==> config.mk <==
export PLATFORM = sky130hd
export DESIGN_NAME = bcd_rtc_top
export DESIGN_NICKNAME = d
export VERILOG_FILES = /design/src/rtl/rtc_pkg.sv /design/src/rtl/rtc_ctrl.sv /design/src/rtl/rtc_datapath.sv /design/src/rtl/bcd_rtc_top.sv
export SDC_FILE = /design/constraint.sdc
export NUM_CORES = 1
export LEC_CHECK = 0
export BUFFER_PORTS_ARGS = -buffer_cell sky130_fd_sc_hd__buf_2
export CAP_MARGIN = 25
export CORE_MARGIN = 8
export CORE_UTILIZATION = 35
export CTS_BUF_LIST = sky130_fd_sc_hd__clkbuf_8
export DETAILED_ROUTE_END_ITERATION = 10
export GPL_TIMING_DRIVEN = 0
export SYNTH_ARGS = -nofsm -noshare
export SYNTH_HDL_FRONTEND = slang
export SYNTH_SLANG_ARGS = --single-unit
==> constraint.sdc <==
create_clock -name clk -period 8.56 [get_ports clk]
set_input_delay 0.428 -clock clk [delete_from_list [all_inputs] [get_ports clk]]
set_output_delay 0.428 -clock clk [all_outputs]
set_load 0.02 [all_outputs]
==> src/rtl/rtc_pkg.sv <==
package rtc_pkg;

  localparam logic [7:0] OFS_CTRL  = 8'h00;
  localparam logic [7:0] OFS_MODE  = 8'h04;
  localparam logic [7:0] OFS_TIME  = 8'h08;
  localparam logic [7:0] OFS_CAL   = 8'h0C;
  localparam logic [7:0] OFS_STAT  = 8'h18;
  localparam logic [7:0] OFS_SCLR  = 8'h1C;
  localparam logic [7:0] OFS_VALID = 8'h2C;

  localparam logic [31:0] TIME_MASK  = 32'h003F7F7F;
  localparam logic [31:0] CAL_MASK   = 32'h3FFFFF7F;
  localparam logic [31:0] TIME_RESET = 32'h00000000;
  localparam logic [31:0] CAL_RESET  = 32'h01210019;

  typedef struct packed {
    logic        advance;
    logic        wrTime;
    logic        wrCal;
    logic [31:0] wdata;
  } dpStrobe_t;

  function automatic logic [7:0] bcdToBin(logic [7:0] b);
    return 8'(b[7:4]) * 8'd10 + 8'(b[3:0]);
  endfunction

  function automatic logic [7:0] binToBcd(logic [7:0] v);
    logic [7:0] hi;
    logic [7:0] lo;
    hi = v / 8'd10;
    lo = v % 8'd10;
    return {hi[3:0], lo[3:0]};
  endfunction

  function automatic logic isLeap(logic [7:0] yr, logic [7:0] cen);
    return (yr[1:0] == 2'd0) && ((yr != 8'd0) || (cen[1:0] == 2'd0));
  endfunction

  function automatic logic [7:0] lastDay(logic [7:0] mon, logic [7:0] yr, logic [7:0] cen);
    case (mon)
      8'd2:                      return isLeap(yr, cen) ? 8'd29 : 8'd28;
      8'd4, 8'd6, 8'd9, 8'd11:   return 8'd30;
      default:                   return 8'd31;
    endcase
  endfunction

  function automatic logic timeLegal(logic [31:0] w);
    logic ok;
    ok = (w[3:0] <= 4'd9) && (w[11:8] <= 4'd9) && (w[19:16] <= 4'd9);
    ok = ok && (bcdToBin({1'b0, w[6:0]}) <= 8'd59);
    ok = ok && (bcdToBin({1'b0, w[14:8]}) <= 8'd59);
    ok = ok && (bcdToBin({2'b0, w[21:16]}) <= 8'd23);
    return ok;
  endfunction

  function automatic logic calLegal(logic [31:0] w);
    logic       ok;
    logic [7:0] cen;
    logic [7:0] yr;
    logic [7:0] mon;
    logic [7:0] day;
    ok  = (w[3:0] <= 4'd9) && (w[11:8] <= 4'd9) && (w[15:12] <= 4'd9);
    ok  = ok && (w[19:16] <= 4'd9) && (w[27:24] <= 4'd9);
    cen = bcdToBin({1'b0, w[6:0]});
    yr  = bcdToBin(w[15:8]);
    mon = bcdToBin({3'b0, w[20:16]});
    day = bcdToBin({2'b0, w[29:24]});
    ok  = ok && ((cen == 8'd19) || (cen == 8'd20));
    ok  = ok && (mon >= 8'd1) && (mon <= 8'd12);
    ok  = ok && (w[23:21] != 3'd0);
    ok  = ok && (day >= 8'd1) && (day <= lastDay(mon, yr, cen));
    return ok;
  endfunction

endpackage

==> src/rtl/rtc_ctrl.sv <==
module rtc_ctrl
  import rtc_pkg::*;
#(
  parameter int ADDR_W = 8
) (
  input  logic              clk,
  input  logic              rstN,
  input  logic              tickSec,
  input  logic [ADDR_W-1:0] regAddr,
  input  logic              regWr,
  input  logic [31:0]       regWdata,
  input  logic [31:0]       timeWord,
  input  logic [31:0]       calWord,
  input  logic [1:0]        validBits,
  output dpStrobe_t         dpStb,
  output logic [31:0]       regRdata,
  output logic [1:0]        ctrlBits,
  output logic              ackFlag,
  output logic              secFlag
);

  logic ackPend;
  logic selCtrl, selTime, selCal, selSclr;
  logic anyReq;

  assign selCtrl = (regAddr == ADDR_W'(OFS_CTRL));
  assign selTime = (regAddr == ADDR_W'(OFS_TIME));
  assign selCal  = (regAddr == ADDR_W'(OFS_CAL));
  assign selSclr = (regAddr == ADDR_W'(OFS_SCLR));
  assign anyReq  = (ctrlBits != 2'b00);

  always_comb begin
    dpStb.advance = tickSec && !anyReq;
    dpStb.wrTime  = regWr && selTime && ctrlBits[0];
    dpStb.wrCal   = regWr && selCal && ctrlBits[1];
    dpStb.wdata   = regWdata;
  end

  always_ff @(posedge clk) begin
    if (!rstN) begin
      ctrlBits <= 2'b00;
      ackFlag  <= 1'b0;
      ackPend  <= 1'b0;
      secFlag  <= 1'b0;
    end else begin
      if (regWr && selSclr && regWdata[0]) ackFlag <= 1'b0;
      if (regWr && selSclr && regWdata[2]) secFlag <= 1'b0;
      if (tickSec) begin
        secFlag <= 1'b1;
        if (ackPend && anyReq) begin
          ackFlag <= 1'b1;
          ackPend <= 1'b0;
        end
      end
      if (regWr && selCtrl) begin
        ctrlBits <= regWdata[1:0];
        if (regWdata[1:0] == 2'b00) ackPend <= 1'b0;
        else if (!anyReq)           ackPend <= 1'b1;
      end
    end
  end

  always_comb begin
    regRdata = 32'h0;
    case (regAddr)
      ADDR_W'(OFS_CTRL):  regRdata = {30'h0, ctrlBits};
      ADDR_W'(OFS_MODE):  regRdata = 32'h0;
      ADDR_W'(OFS_TIME):  regRdata = timeWord;
      ADDR_W'(OFS_CAL):   regRdata = calWord;
      ADDR_W'(OFS_STAT):  regRdata = {29'h0, secFlag, 1'b0, ackFlag};
      ADDR_W'(OFS_VALID): regRdata = {30'h0, validBits};
      default:            regRdata = 32'h0;
    endcase
  end

endmodule

==> src/rtl/rtc_datapath.sv <==
module rtc_datapath
  import rtc_pkg::*;
(
  input  logic        clk,
  input  logic        rstN,
  input  dpStrobe_t   dpStb,
  output logic [31:0] timeWord,
  output logic [31:0] calWord,
  output logic [1:0]  validBits
);

  logic [31:0] timeNext;
  logic [31:0] calNext;

  always_comb begin
    logic [7:0] sB, mB, hB, cB, yB, moB, dB;
    logic [2:0] wB;
    logic       cyMin, cyHr, cyDay, cyMon, cyYr, cyCen;
    logic [7:0] sBcd, mBcd, hBcd, cBcd, yBcd, moBcd, dBcd;

    sB  = bcdToBin({1'b0, timeWord[6:0]});
    mB  = bcdToBin({1'b0, timeWord[14:8]});
    hB  = bcdToBin({2'b0, timeWord[21:16]});
    cB  = bcdToBin({1'b0, calWord[6:0]});
    yB  = bcdToBin(calWord[15:8]);
    moB = bcdToBin({3'b0, calWord[20:16]});
    dB  = bcdToBin({2'b0, calWord[29:24]});
    wB  = calWord[23:21];

    cyMin = (sB >= 8'd59);
    cyHr  = cyMin && (mB >= 8'd59);
    cyDay = cyHr && (hB >= 8'd23);
    cyMon = cyDay && (dB >= lastDay(moB, yB, cB));
    cyYr  = cyMon && (moB >= 8'd12);
    cyCen = cyYr && (yB >= 8'd99);

    sB = cyMin ? 8'd0 : sB + 8'd1;
    if (cyMin) mB = (mB >= 8'd59) ? 8'd0 : mB + 8'd1;
    if (cyHr)  hB = (hB >= 8'd23) ? 8'd0 : hB + 8'd1;
    if (cyDay) begin
      wB = (wB >= 3'd7) ? 3'd1 : wB + 3'd1;
      dB = cyMon ? 8'd1 : dB + 8'd1;
    end
    if (cyMon) moB = cyYr ? 8'd1 : moB + 8'd1;
    if (cyYr)  yB  = cyCen ? 8'd0 : yB + 8'd1;
    if (cyCen) cB  = (cB >= 8'd20) ? 8'd19 : cB + 8'd1;

    sBcd  = binToBcd(sB);
    mBcd  = binToBcd(mB);
    hBcd  = binToBcd(hB);
    cBcd  = binToBcd(cB);
    yBcd  = binToBcd(yB);
    moBcd = binToBcd(moB);
    dBcd  = binToBcd(dB);

    timeNext = {10'h0, hBcd[5:0], 1'b0, mBcd[6:0], 1'b0, sBcd[6:0]};
    calNext  = {2'b0, dBcd[5:0], wB, moBcd[4:0], yBcd, 1'b0, cBcd[6:0]};
  end

  always_ff @(posedge clk) begin
    if (!rstN) begin
      timeWord  <= TIME_RESET;
      calWord   <= CAL_RESET;
      validBits <= 2'b00;
    end else begin
      if (dpStb.wrTime) begin
        timeWord     <= dpStb.wdata & TIME_MASK;
        validBits[0] <= !timeLegal(dpStb.wdata);
      end else if (dpStb.advance) begin
        timeWord <= timeNext;
      end
      if (dpStb.wrCal) begin
        calWord      <= dpStb.wdata & CAL_MASK;
        validBits[1] <= !calLegal(dpStb.wdata);
      end else if (dpStb.advance) begin
        calWord <= calNext;
      end
    end
  end

endmodule

==> src/rtl/bcd_rtc_top.sv <==
module bcd_rtc_top
  import rtc_pkg::*;
#(
  parameter int ADDR_W = 8
) (
  input  logic              clk,
  input  logic              rstN,
  input  logic              tickSec,
  input  logic [ADDR_W-1:0] regAddr,
  input  logic              regWr,
  input  logic [31:0]       regWdata,
  output logic [31:0]       regRdata,
  output logic              secEvent
);

  dpStrobe_t   dpStb;
  logic [31:0] timeWord;
  logic [31:0] calWord;
  logic [1:0]  validBits;
  logic [1:0]  ctrlBits;
  logic        ackFlag;
  logic        secFlag;

  rtc_ctrl #(.ADDR_W(ADDR_W)) uCtrl (
    .clk(clk), .rstN(rstN), .tickSec(tickSec),
    .regAddr(regAddr), .regWr(regWr), .regWdata(regWdata),
    .timeWord(timeWord), .calWord(calWord), .validBits(validBits),
    .dpStb(dpStb), .regRdata(regRdata),
    .ctrlBits(ctrlBits), .ackFlag(ackFlag), .secFlag(secFlag)
  );

  rtc_datapath uDp (
    .clk(clk), .rstN(rstN), .dpStb(dpStb),
    .timeWord(timeWord), .calWord(calWord), .validBits(validBits)
  );

  assign secEvent = secFlag;

endmodule

[Word-level counts from Yosys, hierarchy flattened]
Cells that the tools add are included.
Storage, ports and cells
  register bits after elaboration: 56
  input bits: 44
  output and inout port bits: 33
  word-level logic and storage cells: 184
Operators by class
  add/subtract/negate cells: 21
  multipliers: 13
  div/mod/pow operators: 14
  $lt $le $gt $ge: 20
  equality and inequality tests: 17
  muxes and demuxes: 36
  reduce and logical (&&, ||, !) cells: 54
Operators by type and width (number)
  $pmux W30 S5: 1
  $mux W8: 15
  $mux W30: 2
  $add A8 B1 Y8 const B: 7
  $div A8 B4 Y8 const B: 7
  $mod A8 B4 Y8 const B: 7
  $eq A8 B4 Y1 const B: 6
  $mux W22: 2
  $add A7 B4 Y8: 5
  $eq A8 B3 Y1 const B: 4
  $eq A8 B5 Y1 const B: 4
  $pmux W8 S2: 2
  $logic_and A1 B1 Y1: 31
  $mul A3 B3 Y6 const B: 5
  $add A6 B4 Y7: 4
  $le A4 B4 Y1 const B: 5
  $mul A2 B3 Y5 const B: 4
  $add A8 B4 Y8: 2
  $eq A8 B2 Y1 const B: 2
  $ge A8 B1 Y1 const B: 2
  $ge A8 B5 Y1 const B: 2
  $ge A8 B6 Y1 const B: 2
  $le A8 B6 Y1 const B: 2
  $reduce_bool A8 Y1: 2
  other kinds (22): 50

[Longest topological paths before layout]
  depth after elaboration: 16
  gate-level depth with buffers: 28
  depth with buffers taken out: 27

[By module]
A second synthesis with hierarchy kept.
Second synthesis, totals
  cell total of the unflattened synthesis: 1303
  area, all modules: 9643.0 µm²
By module, submodules not included
  rtc_datapath: times used 1, cells each 1174, area an instance 8613.3 µm², sequential area each 1021.0 µm²
  rtc_ctrl: times used 1, cells each 129, area an instance 1029.7 µm², sequential area each 100.1 µm²

[Worst setup path before layout]
Ideal clock, no wire load.
  kind: reg2reg
  from: register uDp.calWord[13]
  to: register uDp.calWord[11]
  setup time: 62 ps
  arrival: 6158 ps
  data required time: 8498 ps
  slack: 2340 ps
  stages on the path, launching flop included: 28
  path buffers: 2
  period minus slack after synthesis: 6220 ps
  cell sequence: dfxtp_1 -> ha_1 -> ha_1 -> fa_1 -> nand2_1 -> o21a_1 -> o21ai_0 -> nand2_1 -> o41ai_1 -> a22oi_1 -> ha_1 -> nand2b_1 -> a21oi_1 -> nand2b_1 -> o31ai_1 -> clkbuf_1 -> a31oi_1 -> a311o_1 -> clkbuf_1 -> a311o_1 -> a32oi_1 -> o221ai_1 -> nand2_1 -> nand2_1 -> xor2_1 -> ha_1 -> or4_1 -> nand3_1
Between the ends
  word-level cells in the longest chain between the ends: 16
  elaborated cells between the ends (all ways): 18
  classes of those cells: add/sub: 2; mul: 1; div: 1; order compare: 2; mux: 6; reduce/logical: 6
RTL lines
  from (decl): RTL line rtc_datapath.sv:8  | output logic [31:0] calWord,
  from (signal assigned): RTL line rtc_datapath.sv:73  | calWord <= dpStb.wdata & CAL_MASK;
  from (signal assigned): RTL line rtc_datapath.sv:76  | calWord <= calNext;
  $mul A4 B3 Y7 *: RTL line rtc_pkg.sv:24  | return 8'(b[7:4]) * 8'd10 + 8'(b[3:0]);
  $add A8 B4 Y8 *: RTL line rtc_pkg.sv:24
  $reduce_bool A8 Y1: RTL line rtc_pkg.sv:36  | return (yr[1:0] == 2'd0) && ((yr != 8'd0) || (cen[1:0] == 2'd0));
  $logic_or A1 B1 Y1: RTL line rtc_pkg.sv:36
  $logic_and A1 B1 Y1: RTL line rtc_pkg.sv:36
  $mux W1: RTL line rtc_pkg.sv:41  | 8'd2: return isLeap(yr, cen) ? 8'd29 : 8'd28;
  $pmux W8 S2: RTL line rtc_pkg.sv:40  | case (mon)
  $ge A8 B8 Y1: RTL line rtc_datapath.sv:33  | cyMon = cyDay && (dB >= lastDay(moB, yB, cB));
  $logic_and A1 B1 Y1: RTL line rtc_datapath.sv:33
  $logic_and A1 B1 Y1: RTL line rtc_datapath.sv:34  | cyYr = cyMon && (moB >= 8'd12);
  $logic_and A1 B1 Y1: RTL line rtc_datapath.sv:35  | cyCen = cyYr && (yB >= 8'd99);
  $mux W8: RTL line rtc_datapath.sv:45  | if (cyYr) yB = cyCen ? 8'd0 : yB + 8'd1;
  $mux W8 *: RTL line rtc_datapath.sv:45
  $mod A8 B4 Y8 *: RTL line rtc_pkg.sv:31  | lo = v % 8'd10;
  $mux W30 *: RTL line rtc_datapath.sv:75  | end else if (dpStb.advance) begin
  $mux W30 *: RTL line rtc_datapath.sv:72  | if (dpStb.wrCal) begin
Mark *: on every way between the ends. The rest lies on a longest branch, timed or not. The select of a mux whose other input is x is not followed.
A chain may end at the register's enable or synchronous reset.

[Final worst setup path]
Same ends and word-level chain as after synthesis.

==> impl_metrics.py <==
metrics = {
    "run_status": {
        "status": "finished, final reports clean",
    },
    "die": {
        "fp.dieArea_sq_mm": 0.0291,
        "ios": 77,
        "core_area_sq_mm": 0.0235,
        "start_util": 0.356,
        "fp.dieH_microns": 171,
        "rows": 56,
        "die_w_microns": 171,
    },
    "critical_path": {
        "crit_arrival_ps": 8050,
        "cp-start-kind": "register",
        "slowest_stage": "o31ai_1",
        "critPathBufInv": 2,
        "critPathCaptureType": "register",
        "cp_max_fo": 10,
        "crit_family": "compound AO/OA/AOI/OAI gates",
        "critPathKind": "register to register",
        "critical-path-max-stage-delay_ps": 650,
        "required_ps": 8840,
    },
    "synthesis": {
        "syn-cell-area_sq_mm": 0.00836,
        "synthTopCellsByCount": "114 x a21oi_1, 101 x nand2_1, 95 x nor2_1",
        "synthCells": 1135,
        "synth_ff_type": "dfxtp_1",
        "yosys_warnings": 0,
        "synth_most_common_cell": "a21oi_1",
        "yosysSeqAreaShare": 0.134,
        "synth_edf_count": 0,
        "synth.avg_cell_area_sq_um": 7.36,
        "netlist.area_leader.share": 0.134,
        "synth_largest_area_cell": "dfxtp_1",
        "ys_seq_elements": 56,
        "synthTopCellsByArea": "dfxtp_1 13%, ha_1 13%, a21oi_1 6.8%, nand2_1 4.5%, nor2_1 4.3%",
        "yosysUniqueCellTypes": 93,
        "synthArstFlopShare": 0,
    },
    "clock_tree": {
        "cts_tree": "yes",
        "cts.sinks": 56,
        "cts_made_buffers": 5,
        "ctsResizeCount": 0,
        "cts_buffer_depth": 2,
        "clockRootBuffer": "clkbuf_8",
        "clk_pin_slew_worst_paths_ps": 120,
        "htreeDepth": 2,
        "clock_latency_ps": 330,
        "postCtsSetupBuffers": 0,
        "cts-hold-fix-buffers": 0,
    },
    "drt": {
        "dr.pass1.iters": 5,
        "drtIter0Drc": 810,
        "drcViolationCount": 0,
        "avgRoutedWirePerCell_microns": 19.5,
        "avgViaCountPerCell": 6.11,
        "drt-total-wl_microns": 30000,
        "vias": 9383,
        "ant_nets": 0,
    },
    "hold_path": {
        "hp-class": "input pin to register",
    },
    "cells_and_area": {
        "design_area_sq_mm": 0.00921,
        "nets": 1358,
        "area_growth_pct": 10.2,
        "drive_gt1_frac": 0.102,
        "diodes": 0,
    },
    "timing": {
        "tightest_slew_ps": 851,
        "grt_setup_unrepaired": "no",
        "skew_ps": 20.0,
        "hold_viol": 0,
        "slew_headroom": 0.433,
        "fmax_ghz": 0.129,
        "setup_violations": 0,
        "drv_slew": 0,
        "period_share": 0.909,
        "finalSetupTns_ps": 0,
        "fin_crit_ps": 7780,
        "fin_hold_ws_ps": 346,
    },
    "global_route": {
        "antenna_found_initial": 0,
        "grt_max_degree": 19,
        "track_usage": 0.203,
        "grt_pass1_vias": 8817,
        "grt_pass1_wl_microns": 47800,
        "grt-ovfl-total": 0,
    },
    "pwr": {
        "irDropWorstVdd_mv": 0.0717,
        "p_leak_uw": 0.00380,
        "power.density_mw_per_mm2": 105,
    },
    "placement": {
        "dp_hpwl_microns": 24500,
        "io_buffer_count": 70,
        "place_area_sq_mm": 0.00911,
        "gp_congestion": 0.950,
    },
    "run": {
        "drv_cap": 0,
    },
}
metal layers:
| metal | GRT usage | vias to the layer above | part of all wire |
|---|---|---|---|
| met5 | 0 | - | 0 |
| met4 | 0.0828 | 0 | 0.042 |
| met3 | 0.0205 | 65 | 0.065 |
| met2 | 0.344 | 361 | 0.46 |
| met1 | 0.259 | 4442 | 0.43 |
| li1 | - | 4515 | - |
power by group:
part | internal [uW] | leakage [uW] | switching (uW)
clock | 58.5 | 0.0000445 | 100
sequential | 272 | 0.000453 | 17.7
combinational | 212 | 0.00330 | 306
total | 543 | 0.00380 | 423
layout by cell type (no fill, tap or decap), types with 12 or more instances in the layout:
master    netlist  final
fa_1           12     12
xnor2_1        28     28
xor2_1         15     15
inv_1          41     41
o21a_1         17     17
clkbuf_1       31     31
nand2b_1       13     13
o21ai_0        63     63
ha_1           87     87
mux2i_1        14     14
nand3_1        42     42
nand2_1       101    101
o211ai_1       14     14
nor2b_1        14     14
nand4_1        12     12
a22o_1         20     20
nor3_1         25     25
a31oi_1        19     19
nor4_1         17     17
a21oi_1       114    114
a22oi_1        35     35
dfxtp_1        56     56
o22ai_1        13     13
and3_1         16     16
and2_1         21     21
buf_2           6     76
nor2_1         95     95
registers in the layout (all words and copies together) (netlist names):
| signal | cells |
|---|---|
| uDp.timeWord | 20 |
| uCtrl.secFlag | 1 |
| uDp.calWord | 29 |
| uCtrl.ackPend | 1 |
| uCtrl.ackFlag | 1 |
| uDp.validBits | 2 |
| uCtrl.ctrlBits | 2 |
stage by stage:
stage	std cells	util	total power [uW]	setup WS (ps)
2_1_floorplan	1137	-	684	2340
3_3_place_gp	1526	0.388	797	961
4_1_cts	1534	0.392	958	897
6_report	1535	0.392	966	783
5_1_grt	1535	0.392	1030	212
3_5_place_dp	1526	0.388	805	959
worst reg2reg max path, cell delays in order, from the launching register on:
cell      delay, ps
dfxtp_1         520
ha_1            300
ha_1            240
fa_1            580
nand2_1         110
o21a_1          190
o21ai_0         200
nand2_1         200
o41ai_1         490
a22oi_1         170
ha_1            290
nand2b_1         90
a21oi_1          70
nand2b_1        160
o31ai_1         660
clkbuf_1        530
a31oi_1         150
a311o_1         380
clkbuf_1        240
a311o_1         430
a32oi_1         260
o221ai_1        200
nand2_1         160
nand2_1         130
xor2_1          180
ha_1            210
or4_1           520
nand3_1          90
area by class of cell:
cell class              count  area (sq um)
fillers                  2529         14300
multi-input cells         993          6880
flip-flops and latches     56          1120
well taps                 319           399
repair buffers             71           358
plain buffers              46           204
inverters                  42           158
clock buffers               5          68.8
clock inverters             3          21.3
cells by family after synthesis:
kind of cell	synth area share
multiplexers	0.0248
AND/OR/NAND/NOR	0.243
XOR/XNOR	0.0470
buffers and inverters	0.0433
AO/OA/AOI/OAI	0.346
adder cells (fa/ha/maj)	0.161
flip-flops	0.134
other	0.000449
path summary, 6_finish.rpt:
path | cells after the start | slack [ps] | endpoint | from
worst max-delay path | 27 | 780 | uDp.calWord[11] | uDp.calWord[13]
worst min-delay path | 3 | 350 | uDp.calWord[23] | regWdata[23]
worst max register to register | 27 | 780 | uDp.calWord[11] | uDp.calWord[13]
worst min register to register | 2 | 480 | uCtrl.ackFlag | uCtrl.ackFlag
No activity file was read; power rests on OpenSTA's default activity.
